## config.mk

```make
export PLATFORM = sky130hd
export DESIGN_NAME = trap_unit
export DESIGN_NICKNAME = d
export VERILOG_FILES = /design/src/rtl/trap_pkg.sv /design/src/rtl/trap_pick.sv /design/src/rtl/trap_vector.sv /design/src/rtl/trap_record.sv /design/src/rtl/trap_unit.sv
export SDC_FILE = /design/constraint.sdc
export NUM_CORES = 1
export LEC_CHECK = 0
export BUFFER_PORTS_ARGS = -buffer_cell sky130_fd_sc_hd__buf_2
export CORE_MARGIN = 2
export CORE_UTILIZATION = 54
export DETAILED_ROUTE_END_ITERATION = 6
export GPL_TIMING_DRIVEN = 0
export PLACE_DENSITY = 0.9
export SYNTH_ARGS = -nofsm -noshare
export SYNTH_HDL_FRONTEND = slang
export SYNTH_HIERARCHICAL = 1
export SYNTH_SLANG_ARGS = --single-unit
export TNS_END_PERCENT = 1
```

## constraint.sdc

```tcl
create_clock -name clk_i -period 3.79 [get_ports clk_i]
set_clock_uncertainty 0.05 [all_clocks]
set_input_delay 0 -clock clk_i [delete_from_list [all_inputs] [get_ports clk_i]]
set_output_delay 0 -clock clk_i [all_outputs]
set_load 0.05 [all_outputs]
```

## src/rtl/trap_pkg.sv

```systemverilog
package trap_pkg;
  localparam int NUM_STG = 5;
  localparam int CHK_LO  = 1;
  localparam int CHK_HI  = 3;
  localparam int NUM_CHK = CHK_HI - CHK_LO + 1;

  typedef enum logic [1:0] {
    SRC_NONE = 2'd0,
    SRC_ID   = 2'd1,
    SRC_EX   = 2'd2,
    SRC_MEM  = 2'd3
  } trap_src_e;
endpackage

```

## src/rtl/trap_pick.sv

```systemverilog
module trap_pick
  import trap_pkg::*;
#(
  parameter int XLEN = 32
) (
  input  logic [CHK_HI:CHK_LO]    raise_i,
  input  logic [NUM_STG-1:0]      squash_i,
  input  logic [NUM_CHK*XLEN-1:0] pc_bus_i,
  output logic                    take_o,
  output trap_src_e               src_o,
  output logic [XLEN-1:0]         pc_o
);
  logic [CHK_HI:CHK_LO] live;

  for (genvar s = CHK_LO; s <= CHK_HI; s++) begin : g_live
    assign live[s] = raise_i[s] & ~squash_i[s];
  end

  // deeper stage scanned last, so the oldest instruction wins
  always_comb begin
    take_o = 1'b0;
    src_o  = SRC_NONE;
    pc_o   = '0;
    for (int s = CHK_LO; s <= CHK_HI; s++) begin
      if (live[s]) begin
        take_o = 1'b1;
        src_o  = trap_src_e'(2'(s));
        pc_o   = pc_bus_i[(s-CHK_LO)*XLEN +: XLEN];
      end
    end
  end
endmodule

```

## src/rtl/trap_vector.sv

```systemverilog
module trap_vector
  import trap_pkg::*;
#(
  parameter int              XLEN       = 32,
  parameter logic [XLEN-1:0] VEC_BASE   = 32'hC000_0000,
  parameter int              VEC_STRIDE = 32,
  parameter int              CODE_W     = 5,
  parameter int              CAUSE_LSB  = 2,
  parameter int              CODE_UNDEF = 10,
  parameter int              CODE_OVF   = 12,
  parameter int              CODE_MEM   = 4
) (
  input  trap_src_e       src_i,
  output logic [XLEN-1:0] vec_o,
  output logic [XLEN-1:0] cause_o
);
  logic [CODE_W-1:0] code;
  int unsigned       slot;

  always_comb begin
    unique case (src_i)
      SRC_ID:  begin code = CODE_W'(CODE_UNDEF); slot = 0; end
      SRC_EX:  begin code = CODE_W'(CODE_OVF);   slot = 1; end
      SRC_MEM: begin code = CODE_W'(CODE_MEM);   slot = 2; end
      default: begin code = '0;                  slot = 0; end
    endcase
  end

  assign vec_o = VEC_BASE + XLEN'(slot * VEC_STRIDE);

  always_comb begin
    cause_o = '0;
    cause_o[CAUSE_LSB +: CODE_W] = code;
  end
endmodule

```

## src/rtl/trap_record.sv

```systemverilog
module trap_record
  import trap_pkg::*;
#(
  parameter int XLEN = 32
) (
  input  logic               clk_i,
  input  logic               rst_ni,
  input  logic               take_i,
  input  trap_src_e          src_i,
  input  logic [XLEN-1:0]    pc_i,
  input  logic [XLEN-1:0]    vec_i,
  input  logic [XLEN-1:0]    cause_i,
  output logic [NUM_STG-1:0] flush_o,
  output logic               redirect_o,
  output logic [XLEN-1:0]    redirect_pc_o,
  output logic [XLEN-1:0]    epc_o,
  output logic [XLEN-1:0]    cause_o
);
  logic [NUM_STG-1:0] kill_mask;

  // faulting instruction sits one stage deeper next cycle
  for (genvar k = 0; k < NUM_STG; k++) begin : g_mask
    assign kill_mask[k] = (k <= int'(src_i) + 1);
  end

  always_ff @(posedge clk_i) begin
    if (!rst_ni) begin
      flush_o       <= '0;
      redirect_o    <= 1'b0;
      redirect_pc_o <= '0;
      epc_o         <= '0;
      cause_o       <= '0;
    end else begin
      redirect_o <= take_i;
      flush_o    <= take_i ? kill_mask : '0;
      if (take_i) begin
        redirect_pc_o <= vec_i;
        epc_o         <= pc_i;
        cause_o       <= cause_i;
      end
    end
  end
endmodule

```

## src/rtl/trap_unit.sv

```systemverilog
module trap_unit
  import trap_pkg::*;
#(
  parameter int              XLEN       = 32,
  parameter logic [XLEN-1:0] VEC_BASE   = 32'hC000_0000,
  parameter int              VEC_STRIDE = 32
) (
  input  logic               clk_i,
  input  logic               rst_ni,
  input  logic               id_vld_i,
  input  logic               id_undef_i,
  input  logic [XLEN-1:0]    id_pc_i,
  input  logic               ex_vld_i,
  input  logic               ex_ovf_i,
  input  logic [XLEN-1:0]    ex_pc_i,
  input  logic               mem_vld_i,
  input  logic               mem_fault_i,
  input  logic [XLEN-1:0]    mem_pc_i,
  output logic [NUM_STG-1:0] flush_o,
  output logic               redirect_o,
  output logic [XLEN-1:0]    redirect_pc_o,
  output logic [XLEN-1:0]    epc_o,
  output logic [XLEN-1:0]    cause_o
);
  logic [CHK_HI:CHK_LO]    raise;
  logic [NUM_CHK*XLEN-1:0] pc_bus;
  logic                    take;
  trap_src_e               src;
  logic [XLEN-1:0]         sel_pc, vec, cause_nxt;

  assign raise  = {mem_vld_i & mem_fault_i, ex_vld_i & ex_ovf_i, id_vld_i & id_undef_i};
  assign pc_bus = {mem_pc_i, ex_pc_i, id_pc_i};

  trap_pick #(.XLEN(XLEN)) u_pick (
    .raise_i (raise),
    .squash_i(flush_o),
    .pc_bus_i(pc_bus),
    .take_o  (take),
    .src_o   (src),
    .pc_o    (sel_pc)
  );

  trap_vector #(.XLEN(XLEN), .VEC_BASE(VEC_BASE), .VEC_STRIDE(VEC_STRIDE)) u_vec (
    .src_i  (src),
    .vec_o  (vec),
    .cause_o(cause_nxt)
  );

  trap_record #(.XLEN(XLEN)) u_rec (
    .clk_i        (clk_i),
    .rst_ni       (rst_ni),
    .take_i       (take),
    .src_i        (src),
    .pc_i         (sel_pc),
    .vec_i        (vec),
    .cause_i      (cause_nxt),
    .flush_o      (flush_o),
    .redirect_o   (redirect_o),
    .redirect_pc_o(redirect_pc_o),
    .epc_o        (epc_o),
    .cause_o      (cause_o)
  );
endmodule

```

Word-level counts from Yosys, hierarchy flattened

Index checks and enable logic that the tools add are counted.
Widths: inputs -> output; s select.

Register bits after elaboration: 75
Input port bits: 104
Output and inout bits: 102
Word-level logic and storage cells: 36

$add $sub $neg: 2
$lt $le $gt $ge: 5
Equal/unequal tests: 3
Mux-type cells: 11
Bitwise gates (word level): 9
Reductions and logical operators: 1

Operators with widths:

| cell                  | count |
|---|---|
| $mux 32               | 3 |
| $le 3x32->1 const A   | 2 |
| $add 31x8->32 const A | 1 |
| $le 2x32->1 const A   | 1 |
| $le 4x32->1 const A   | 1 |
| $pmux 4 s3            | 1 |
| $and 1x1->1           | 6 |
| $eq 2x2->1 const B    | 2 |
| $mux 1                | 4 |
| $mux 2                | 2 |
| $pmux 2 s2            | 1 |
| $add 2x1->3 const B   | 1 |
| $le 1x3->1 const A    | 1 |
| $not 1->1             | 3 |
| $eq 2x1->1 const B    | 1 |
| $reduce_and 2->1      | 1 |

Depth between registers and ports, before layout

Gate-level depths: netlist of run 1.

Word-level depth: 8
Depth in mapped cells: 11
Mapped depth without buffers: 9

By module

Netlist of run 1, hierarchy kept.

Modules (own cells, without submodules):

| module      | times used | cells each | area each (sq um) | seq. area each (sq um) |
|---|---|---|---|---|
| trap_record | 1          | 322        | 3858.7            | 2042.0 |
| trap_pick   | 1          | 155        | 754.5             | 0.0 |
| trap_vector | 1          | 68         | 518.0             | 0.0 |
| trap_unit   | 1          | 3          | 18.8              | 0.0 |

Worst setup path before layout of run 1

OpenSTA, ideal clock, no wires.

Kind: register to register
Start point: reg u_rec.flush_o[3]
End point: reg u_rec.cause_o[4]
Library setup time: 117 ps
Arrival time: 1937 ps
Required time: 3623 ps
Path slack: 1686 ps
Stages on the path, launching flop included: 9
Path buffers: 2
Clock period less this slack: 2104 ps
Cells stage by stage: dfxtp_1 > nand2b_1 > buf_4 > clkbuf_1 > nand2_1 > ha_1 > o21ba_1 > mux2i_1 > nor2b_1

Cells in the longest elaborated chain, start to end: 5
Elaborated cells between the ends (all ways): 8
Those cells by class: eq/ne (3); mux (3); bitwise (2)

Ends and longest elaborated chain:

| what                                     | RTL line          | RTL |
|---|---|---|
| start, declared                          | trap_record.sv:13 | `output logic [NUM_STG-1:0] flush_o,` |
| start signal, assigned                   | trap_record.sv:35 | `flush_o <= take_i ? kill_mask : '0;` |
| $not 1->1 *                              | trap_pick.sv:16   | `assign live[s] = raise_i[s] & ~squash_i[s];` |
| $and 1x1->1 *                            | trap_pick.sv:16   |  |
| $mux 2 *                                 | trap_pick.sv:25   | `if (live[s]) begin` |
| net src[0]                               | trap_unit.sv:28   | `trap_src_e src;` |
| $eq 2x2->1 or $eq 2x1->1 (tied branches) | trap_vector.sv:21 | `unique case (src_i)` |
| $pmux 4 s3 *                             | trap_vector.sv:21 |  |
| net cause_nxt[4]                         | trap_unit.sv:29   | `logic [XLEN-1:0] sel_pc, vec, cause_nxt;` |
| end signal, assigned                     | trap_record.sv:39 | `cause_o <= cause_i;` |
| end, declared                            | trap_record.sv:17 | `output logic [XLEN-1:0] cause_o` |

Mark *: on every way through the listed nets, which the timed path passes. The rest lies on a longest branch.
A chain may end at the register's enable or synchronous reset.

Worst setup path after layout of run 1

Ends and elaborated chain as after synthesis.

==> flow_summary_export.csv, run 1 <==
group,metric,value,unit
outcome,status,"complete, no violations",
power_and_ir_drop,cellPowerDensity,412.0,nW/um^2
timing,fmax,439.0,MHz
min_path,hp-class,"primary input to register",
clocking,path_clk_slew,0.11,ns
synthesis,avgSynthCellArea,9.398,sq um
timing,slew-limit-headroom,52.91,%
critical_path,worstPathArrival,2.48,ns
critical_path,r2r-start,"u_rec/flush_o[3]",
floorplan,die_height,101.7,um
flow_run,maxCapViolations,0,
min_path,min_from,"ex_pc_i[7]",
final_layout,fillers,706,
place,portBuffers,204,
synthesis,synth.yosys.seq_area_share,39.65,%
synthesis,syn_area,5150,sq um
final_layout,syn2layout_area_growth,31.03,%
timing,period_share,60.11,%
final_layout,insertedDiodeCount,0,
final_layout,fin_area,6748,sq um
timing,setup_violations,0,
clocking,cts_tree,"done",
synthesis,yosysWarnings,6,
min_path,hold_depth,5,
route,dr.pass1.iters,5,
final_layout,final_common_cell,"buf_2",
final_layout,fin_nets,929,
grt,grt_usage,25.05,%
place,place_inst,938,
grt,grt_pass1_vias,4416,
final_layout,final_layout_size_suffix_gt1_share,37.53,%
timing,rsz0062_at_grt,"false",
power_and_ir_drop,total_leakage_power,3.560,nW
final_layout,utilization,73.03,%
grt,grt.overflow.total,0,
clocking,cts.repair.resized,0,
clocking,clockBufferDepth,2,
floorplan,dieArea,10330,sq um
floorplan,die_w,101.7,um
synthesis,synth.distinct_cells,25,
critical_path,cp.required,3.99,ns
critical_path,end_kind,"register",
final_layout,final_cell_mix,"buf_2 (211), dfxtp_1 (102), nor2b_1 (97)",
timing,worst_pin_slew,0.7063,ns
critical_path,cp-start-kind,"register",
floorplan,core,9240,sq um
synthesis,syn_inst,548,
route,drc,0,
timing,hold_slack,0.03615,ns
grt,grt_pass1_wl,20110,um
critical_path,cp_max_fo,10,
route,post_drt_wl_per_cell,14.08,um
synthesis,ys_ff_latch,102,
route,postRouteAntennaNets,0,
critical_path,startpoint,"u_rec/flush_o[3]",
power_and_ir_drop,irDropWorstVdd,249.3,uV
route,totalWireLength,13450,um
floorplan,io_pins,206,
timing,final_hold_viol_count,0,
clocking,clk-insertion-delay-late,0.35,ns
route,vias,4556,
floorplan,start_util,55.73,%
clocking,cts-root-buf,"clkbuf_8",
place,hpwl,10260,um
timing,min_period,2.278,ns
timing,fin_setup_tns,0,ns
place,postPlaceCellArea,6546,sq um
place,place.gp.congestion,0.8010,
timing,finalMaxSlewViolations,0,
grt,antenna_found_initial,0,
final_layout,stdcell_count,955,
critical_path,critical_path_class,"register to register",
floorplan,core.rowCount,35,
clocking,htreeDepth,3,
grt,grt_max_degree,18,
route,vias_per_cell,4.771,
clocking,cts_buffers,9,
route,first_iter_violations,144,
critical_path,r2r_cells,8,
clocking,cts.sinks,102,
synthesized netlist by cell type (all sizes together):
library cell  number  area share (%)
mux2i             96              19
or2                1            0.12
dfxtp            102              40
nand2             35             2.6
a31oi             32             3.9
clkbuf            14             1.0
conb               2            0.15
o21ba              1            0.19
ha                 4            0.97
nor2              32             2.3
nand3             32             3.1
inv                2            0.15
buf               86              14
nor2b             98              12
nand2b             2            0.24
and3               1            0.22
and2               7            0.87
o21a               1            0.15
layer usage:
layer  GRT usage (%)  share of wire (%)  vias to the layer above
met5               0                  0                        -
met4           9.979                2.1                        0
met3           4.072                6.5                       20
met2           47.37                 51                      201
met1           27.63                 41                     2090
li1                -                  -                     2245
per-stage QoR:
step | setup slack [ns] | power [mW]
2_1_floorplan | 1.686 | 1.912
3_3_place_gp | 1.642 | 2.112
3_5_place_dp | 1.576 | 2.137
4_1_cts | 1.557 | 2.795
5_1_grt | 1.387 | 2.903
6_report | 1.512 | 2.780
cell type report:
cell class | instances | area (sq um) | area share, %
buffer | 100 | 762.0 | 11.29
inverter | 2 | 7.507 | 0.1113
timing repair buffer | 205 | 1031 | 15.28
multi-input combinational | 401 | 2552 | 37.83
tap | 129 | 161.4 | 2.392
clock buffer | 11 | 151.4 | 2.244
sequential | 102 | 2042 | 30.26
clock inverter | 5 | 40.04 | 0.5934
critical path: stages, from the launching register on:
cell and delay [ns]:
dfxtp_1 0.34, nand2b_1 0.18, buf_4 0.21, clkbuf_1 0.45, nand2_1 0.28, ha_1 0.30, o21ba_1 0.19, mux2i_1 0.13
nor2b_1 0.05
cell families after synthesis:
group	Yosys count	synth area share, %
simple gates	208	21.40
buf+inv	102	14.94
flops	102	39.65
mux	96	18.66
compound gates	34	4.227
fa+ha+maj	4	0.9719
other cells	2	0.1458
registers in the layout, indices dropped and copies added, names as in the netlist:
register and flops:
u_rec/cause_o 32, u_rec/epc_o 32, u_rec/redirect_pc_o 32, u_rec/flush_o 5, u_rec/redirect_o 1
final timing paths:
check / to / slack (ns)
max: u_rec/cause_o[4] / 1.51
min: u_rec/epc_o[7] / 0.04
max reg2reg: u_rec/cause_o[4] / 1.51
min reg2reg: u_rec/epc_o[25] / 0.47
report_power, final:
group          internal [mW]  total, mW  leakage [nW]  switching (mW)
clock                  0.283      0.661         0.101           0.378
sequential              1.16       1.20         0.840          0.0432
combinational          0.331      0.917          2.62           0.586
repair_timing:
action	4_1_cts	5_1_grt
endpoints found under the hold margin	1	0
setup buffers	0	0
hold buffers	1	0
No activity file was read; power rests on OpenSTA's default activity.
==> inputs of run 2 (changes only) <==
--- a/config.mk
+++ b/config.mk
@@ -5,12 +5,13 @@
 export SDC_FILE = /design/constraint.sdc
 export NUM_CORES = 1
 export LEC_CHECK = 0
+export ABC_AREA = 1
 export BUFFER_PORTS_ARGS = -buffer_cell sky130_fd_sc_hd__buf_2
 export CORE_MARGIN = 2
-export CORE_UTILIZATION = 54
+export CORE_UTILIZATION = 52
 export DETAILED_ROUTE_END_ITERATION = 6
 export GPL_TIMING_DRIVEN = 0
-export PLACE_DENSITY = 0.9
+export PLACE_DENSITY = 0.85
 export SYNTH_ARGS = -nofsm -noshare
 export SYNTH_HDL_FRONTEND = slang
 export SYNTH_HIERARCHICAL = 1
==> constraint.sdc (replaced) <==
create_clock -name clk_i -period 2.25 [get_ports clk_i]
set_clock_uncertainty 0.05 [all_clocks]
set_input_delay 0 -clock clk_i [delete_from_list [all_inputs] [get_ports clk_i]]
set_output_delay 0 -clock clk_i [all_outputs]
set_load 0.05 [all_outputs]
==> flow_summary_export.csv, run 2 <==
group,metric,value,unit
route,first_iter_violations,325,
clocking,cts.sinks,102,
clocking,clk-insertion-delay-late,0.35,ns
critical_path,cp_max_fo,10,
route,vias,6070,
grt,grt.overflow.total,0,
timing,final_hold_viol_count,0,
final_layout,reg_top3,"u_rec/cause_o: 32 flops, u_rec/epc_o: 32 flops, u_rec/redirect_pc_o: 32 flops",
final_layout,final_common_cell,"nor2_1",
route,met2_length,7136,um
critical_path,r2r-start,"u_rec/flush_o[2]",
final_layout,stdcell_count,1376,
final_layout,fin_area,7412,sq um
synthesis,synth_largest_area_cell,"dfxtp_1",
min_path,hold_depth,7,
timing,rsz0062_at_grt,"false",
synthesis,syn_inst,957,
floorplan,io_pins,206,
final_layout,syn2layout_area_growth,29.01,%
synthesis,yosys-top-cells-count,"nor2_1 (303), nand2_1 (231), inv_1 (111), dfxtp_1 (102), nand3_1 (64)",
timing,period_share,89.71,%
floorplan,core,10790,sq um
grt,grt_pass1_vias,5222,
synthesis,synthArstFlopShare,0,%
floorplan,die_w,109.1,um
route,post_drt_wl_per_cell,11.01,um
critical_path,rrSetupSlack,0.23,ns
power_and_ir_drop,power.total,5.376,mW
synthesis,yosysMostFrequentCell,"nor2_1",
route,highest_layer,"met4",
timing,finalMaxSlewViolations,0,
final_layout,final_cell_mix,"nor2_1 (303), buf_2 (246), nand2_1 (231)",
timing,min_period,2.018,ns
clocking,post_cts_buffers,0,
clocking,clockBufferDepth,2,
synthesis,synth_edf_count,0,
timing,slew-limit-headroom,61.45,%
timing,fmax,495.4,MHz
place,place.gp.congestion,0.9049,
synthesis,synth.yosys.seq_area_share,35.54,%
final_layout,final_layout_size_suffix_gt1_share,28.28,%
route,drc,0,
place,hpwl,11390,um
route,totalWireLength,15150,um
synthesis,avgSynthCellArea,6.004,sq um
synthesis,yosysWarnings,6,
route,postRouteAntennaNets,0,
critical_path,worstPathArrival,2.23,ns
critical_path,cp.required,2.46,ns
route,dr.pass1.iters,5,
power_and_ir_drop,cellPowerDensity,725.3,nW/um^2
route,vias_per_cell,4.411,
grt,grt_usage,24.99,%
grt,grt_pass1_wl,23420,um
grt,antenna_found_initial,2,
timing,setup_violations,0,
synthesis,synth_top_cell_area_share,35.54,%
floorplan,die_height,109.1,um
synthesis,synth_ff_type,"dfxtp_1",
route,m1WireLength,6415,um
floorplan,dieArea,11910,sq um
power_and_ir_drop,total_leakage_power,4.332,nW
grt,grt_max_degree,17,
critical_path,cp-start-kind,"register",
flow_run,maxCapViolations,0,
synthesis,synth.distinct_cells,18,
critical_path,end_kind,"register",
min_path,min_from,"mem_pc_i[1]",
place,portBuffers,204,
synthesis,ys_ff_latch,102,
timing,fin_setup_tns,0,ns
floorplan,start_util,53.23,%
power_and_ir_drop,irDropWorstVdd,414.0,uV
synthesis,syn_area,5746,sq um
critical_path,critical_path_class,"register to register",
clocking,cts_buffers,9,
final_layout,fin_nets,1339,
place,postPlaceCellArea,7156,sq um
place,place_inst,1358,
synthesis,synth_area_leaders,"dfxtp_1 (36%), nor2_1 (20%), nand2_1 (15%)",
timing,worst_pin_slew,0.5723,ns
min_path,hp-class,"primary input to register",
floorplan,core.rowCount,38,
outcome,status,"complete, no violations",
clocking,cts_tree,"done",
clocking,path_clk_slew,0.10,ns
critical_path,r2r_cells,11,
clocking,cts-root-buf,"clkbuf_8",
clocking,htreeDepth,3,
min_path,holdPathEnd,"u_rec/epc_o[1]",
critical_path,reg2reg_to,"u_rec/cause_o[4]",
route,met3_length,1247,um
-- run 2: changes by cell type after synthesis, sizes merged, moves of 96 or more --
cell | previous run | this run
nor2 | 32 | 322
nand2 | 35 | 232
inv | 2 | 113
nor2b | 98 | 0
mux2i | 96 | 0
-- run 2: per-stage QoR --
stage | util (%) | hold slack, ns | worst slack, ns
2_1_floorplan | - | 0.2596 | 0.1999
3_3_place_gp | 66.30 | 0.3693 | 0.2963
3_5_place_dp | 66.30 | 0.3783 | 0.2390
4_1_cts | 68.54 | 0.0001288 | 0.2265
5_1_grt | 68.68 | 0.02707 | 0.1054
6_report | 68.68 | 0.01140 | 0.2316
-- run 2: worst max path at each step --
stage,slack (ns),endpoint,start,depth (start not counted)
after floorplan,0.20,u_rec/cause_o[4],u_rec/flush_o[2],11
after global placement,0.30,u_rec/cause_o[4],u_rec/flush_o[2],11
after detailed placement,0.24,u_rec/cause_o[4],ex_vld_i,16
after CTS,0.23,u_rec/cause_o[4],u_rec/flush_o[2],11
after global routing,0.11,u_rec/cause_o[4],u_rec/flush_o[2],11
final,0.23,u_rec/cause_o[4],u_rec/flush_o[2],11
-- run 2: report_power, final --
part           leakage, nW  switching [mW]  internal [mW]
sequential           0.847          0.0963           2.00
clock                0.116           0.628          0.736
combinational         3.37            1.36          0.562
total                 4.33            2.08           3.30
-- run 2: what timing repair did --
action / CTS / global route
hold buffers: 1 / 1
hold endpoints to repair: 1 / 2
endpoints found under the setup margin: 0 / 0
gates resized for setup: 0 / 0
-- run 2: final cells by class --
class	instances	area, sq um
Tap cell	140	175.2
Antenna cell	2	5.005
Clock inverter	5	107.6
Sequential cell	102	2042
Inverter	113	424.2
Clock buffer	9	123.9
Multi-Input combinational cell	685	2746
Buffer	114	747.0
Fill cell	985	3381
Timing Repair Buffer	206	1041
-- run 2: metal layers --
layer,track usage [%],up-vias
met5,0,-
li1,-,3224
met3,6.276,29
met4,9.066,0
met2,43.21,230
met1,29.86,2587
-- run 2: kinds of logic after synthesis --
group / after synthesis / share of synthesized area (%)
AO/OA/AOI/OAI: 3 / 0.2612
adder cells (fa/ha/maj): 4 / 0.8711
buffers and inverters: 227 / 20.38
flip-flops: 102 / 35.54
other: 2 / 0.1307
AND/OR/NAND/NOR: 619 / 42.81
-- run 2: worst max-delay path, stage by stage (launching register included) --
cell     delay [ns]
dfxtp_1        0.41
nor2_4         0.09
buf_6          0.16
o21ai_0        0.49
inv_1          0.14
ha_1           0.25
nor2_1         0.10
nor2_1         0.05
inv_1          0.05
nand2_1        0.04
nand2_1        0.06
nor2_1         0.04
==> inputs of run 3 (changes only) <==
--- a/config.mk
+++ b/config.mk
@@ -6,12 +6,12 @@
 export NUM_CORES = 1
 export LEC_CHECK = 0
 export ABC_AREA = 1
-export BUFFER_PORTS_ARGS = -buffer_cell sky130_fd_sc_hd__buf_2
 export CORE_MARGIN = 2
-export CORE_UTILIZATION = 52
+export CORE_UTILIZATION = 66
 export DETAILED_ROUTE_END_ITERATION = 6
+export DONT_BUFFER_PORTS = 1
 export GPL_TIMING_DRIVEN = 0
-export PLACE_DENSITY = 0.85
+export PLACE_DENSITY = 0.84
 export SYNTH_ARGS = -nofsm -noshare
 export SYNTH_HDL_FRONTEND = slang
 export SYNTH_HIERARCHICAL = 1
==> flow_summary_export.csv, run 3 (synthesis results as in run 2) <==
group,metric,value,unit
outcome,status,"complete, no violations",
place,portBuffers,0,
floorplan,core.rowCount,34,
final_layout,final_cell_mix,"nor2_1 (303), nand2_1 (231), inv_1 (111)",
place,dpl_worst_slack,-0.1380,ns
final_layout,reg_top3,"u_rec/cause_o: 32 flops, u_rec/epc_o: 32 flops, u_rec/redirect_pc_o: 32 flops",
power_and_ir_drop,irDropWorstVdd,479.4,uV
power_and_ir_drop,power_switching,2.037,mW
final_layout,fin_nets,1182,
min_path,hp-class,"primary input to register",
route,vias_per_cell,4.748,
timing,final_hold_viol_count,0,
timing,rsz0062_at_grt,"false",
final_layout,final_layout_size_suffix_gt1_share,13.64,%
route,vias,5631,
place,place_inst,1122,
critical_path,end_kind,"register",
clocking,clockBufferDepth,2,
route,postRouteAntennaNets,0,
power_and_ir_drop,p_sw_share,40.00,%
route,dr.pass1.iters,5,
final_layout,multi_input_area,2746,sq um
clocking,path_clk_slew,0.10,ns
grt,grt.overflow.total,0,
floorplan,start_util,66.86,%
final_layout,fillers,695,
floorplan,dieArea,9467,sq um
route,drc,0,
power_and_ir_drop,clockPowerShare,24.5,%
timing,period_share,92.99,%
timing,worst_pin_slew,0.5841,ns
clocking,htreeDepth,3,
min_path,hold_depth,8,
grt,antenna_found_initial,0,
final_layout,syn2layout_area_growth,18.38,%
route,post_drt_wl_per_cell,12.80,um
final_layout,stdcell_count,1186,
floorplan,die_w,97.30,um
final_layout,regArea,2047,sq um
timing,fmax,478.0,MHz
timing,finalMaxSlewViolations,0,
flow_run,maxCapViolations,0,
critical_path,cp.required,2.46,ns
power_and_ir_drop,cellInternalPower,3.055,mW
grt,grt_pass1_wl,24680,um
floorplan,die_height,97.30,um
place,hpwl,10290,um
grt,grt_max_degree,17,
clocking,clk-insertion-delay-late,0.34,ns
final_layout,final_common_cell,"nor2_1",
timing,setup_violations,0,
timing,slew-limit-headroom,61.06,%
clocking,cts-root-buf,"clkbuf_8",
grt,grt_pass1_vias,5376,
power_and_ir_drop,seq_power_share,55.1,%
power_and_ir_drop,total_leakage_power,3.616,nW
route,totalWireLength,15190,um
route,first_iter_violations,298,
critical_path,cp_max_fo,4,
power_and_ir_drop,pwr-share-comb,20.4,%
critical_path,worstPathArrival,2.30,ns
clocking,cts_buffers,9,
place,place.gp.congestion,0.8264,
final_layout,utilization,79.15,%
critical_path,r2r_cells,10,
timing,fin_setup_tns,0,ns
floorplan,core,8593,sq um
power_and_ir_drop,cellPowerDensity,748.7,nW/um^2
clocking,post_cts_buffers,0,
critical_path,critical_path_class,"register to register",
floorplan,io_pins,206,
timing,min_period,2.092,ns
timing,finalWorstSetupSlack,0.1578,ns
critical_path,cp-start-kind,"register",
final_layout,insertedDiodeCount,0,
grt,grt_usage,31.80,%
clocking,cts.sinks,102,
clocking,cts_tree,"done",
power_and_ir_drop,power.total,5.093,mW
[run 3: worst max-delay path, stage by stage, from the launching register on]
cell	delay, ns
dfxtp_1	0.70
inv_1	0.23
nand3_1	0.13
nor2_1	0.04
nor2_1	0.08
nor2_1	0.04
dlygate4sd3_1	0.55
inv_1	0.06
nand2_1	0.04
nand2_1	0.06
nor2_1	0.03
[run 3: final cells by class]
cell class              instances  area share [%]
plain buffers                 114           10.98
clock buffers                  10           1.876
clock inverters                 5           1.233
inverters                     113           6.236
multi-input cells             685           40.38
flip-flops and latches        102           30.10
well taps                     108           1.987
repair buffers                 49           7.211
[run 3: final timing paths]
check / end / slack (ns) / startpoint
max reg2reg: u_rec/epc_o[31] / 0.16 / u_rec/flush_o[1]
min reg2reg: u_rec/cause_o[20] / 0.66 / u_rec/cause_o[20]
min: u_rec/epc_o[25] / 0.02 / id_pc_i[25]
max: u_rec/epc_o[31] / 0.16 / u_rec/flush_o[1]
[run 3: metrics by stage]
stage	hold slack, ns	area, sq um
after floorplan	0.2596	5959
after global placement	0.2740	6095
after detailed placement	0.2773	6095
after CTS	0.0003192	6799
after global routing	0.06401	6802
final	0.01536	6802
[run 3: routing by layer]
layer,share of wire [%],global-route usage (%)
met1,39,36.17
met4,3.4,12.61
met2,49,55.88
met3,8.9,9.568
met5,0,0
[run 3: what timing repair did]
| item | 4_1_cts | 5_1_grt |
|---|---|---|
| setup endpoints to repair | 3 | 3 |
| resized for setup | 2 | 2 |
| hold endpoints to repair | 32 | 0 |
| hold buffers | 49 | 0 |
[run 3: power groups by stage]
stage	registers, mW	logic, mW	clock network [mW]
2_1_floorplan	2.80	0.776	0
3_3_place_gp	2.85	0.912	0
3_5_place_dp	2.85	0.932	0
4_1_cts	2.81	1.01	1.27
5_1_grt	2.83	1.19	1.35
6_report	2.80	1.04	1.25
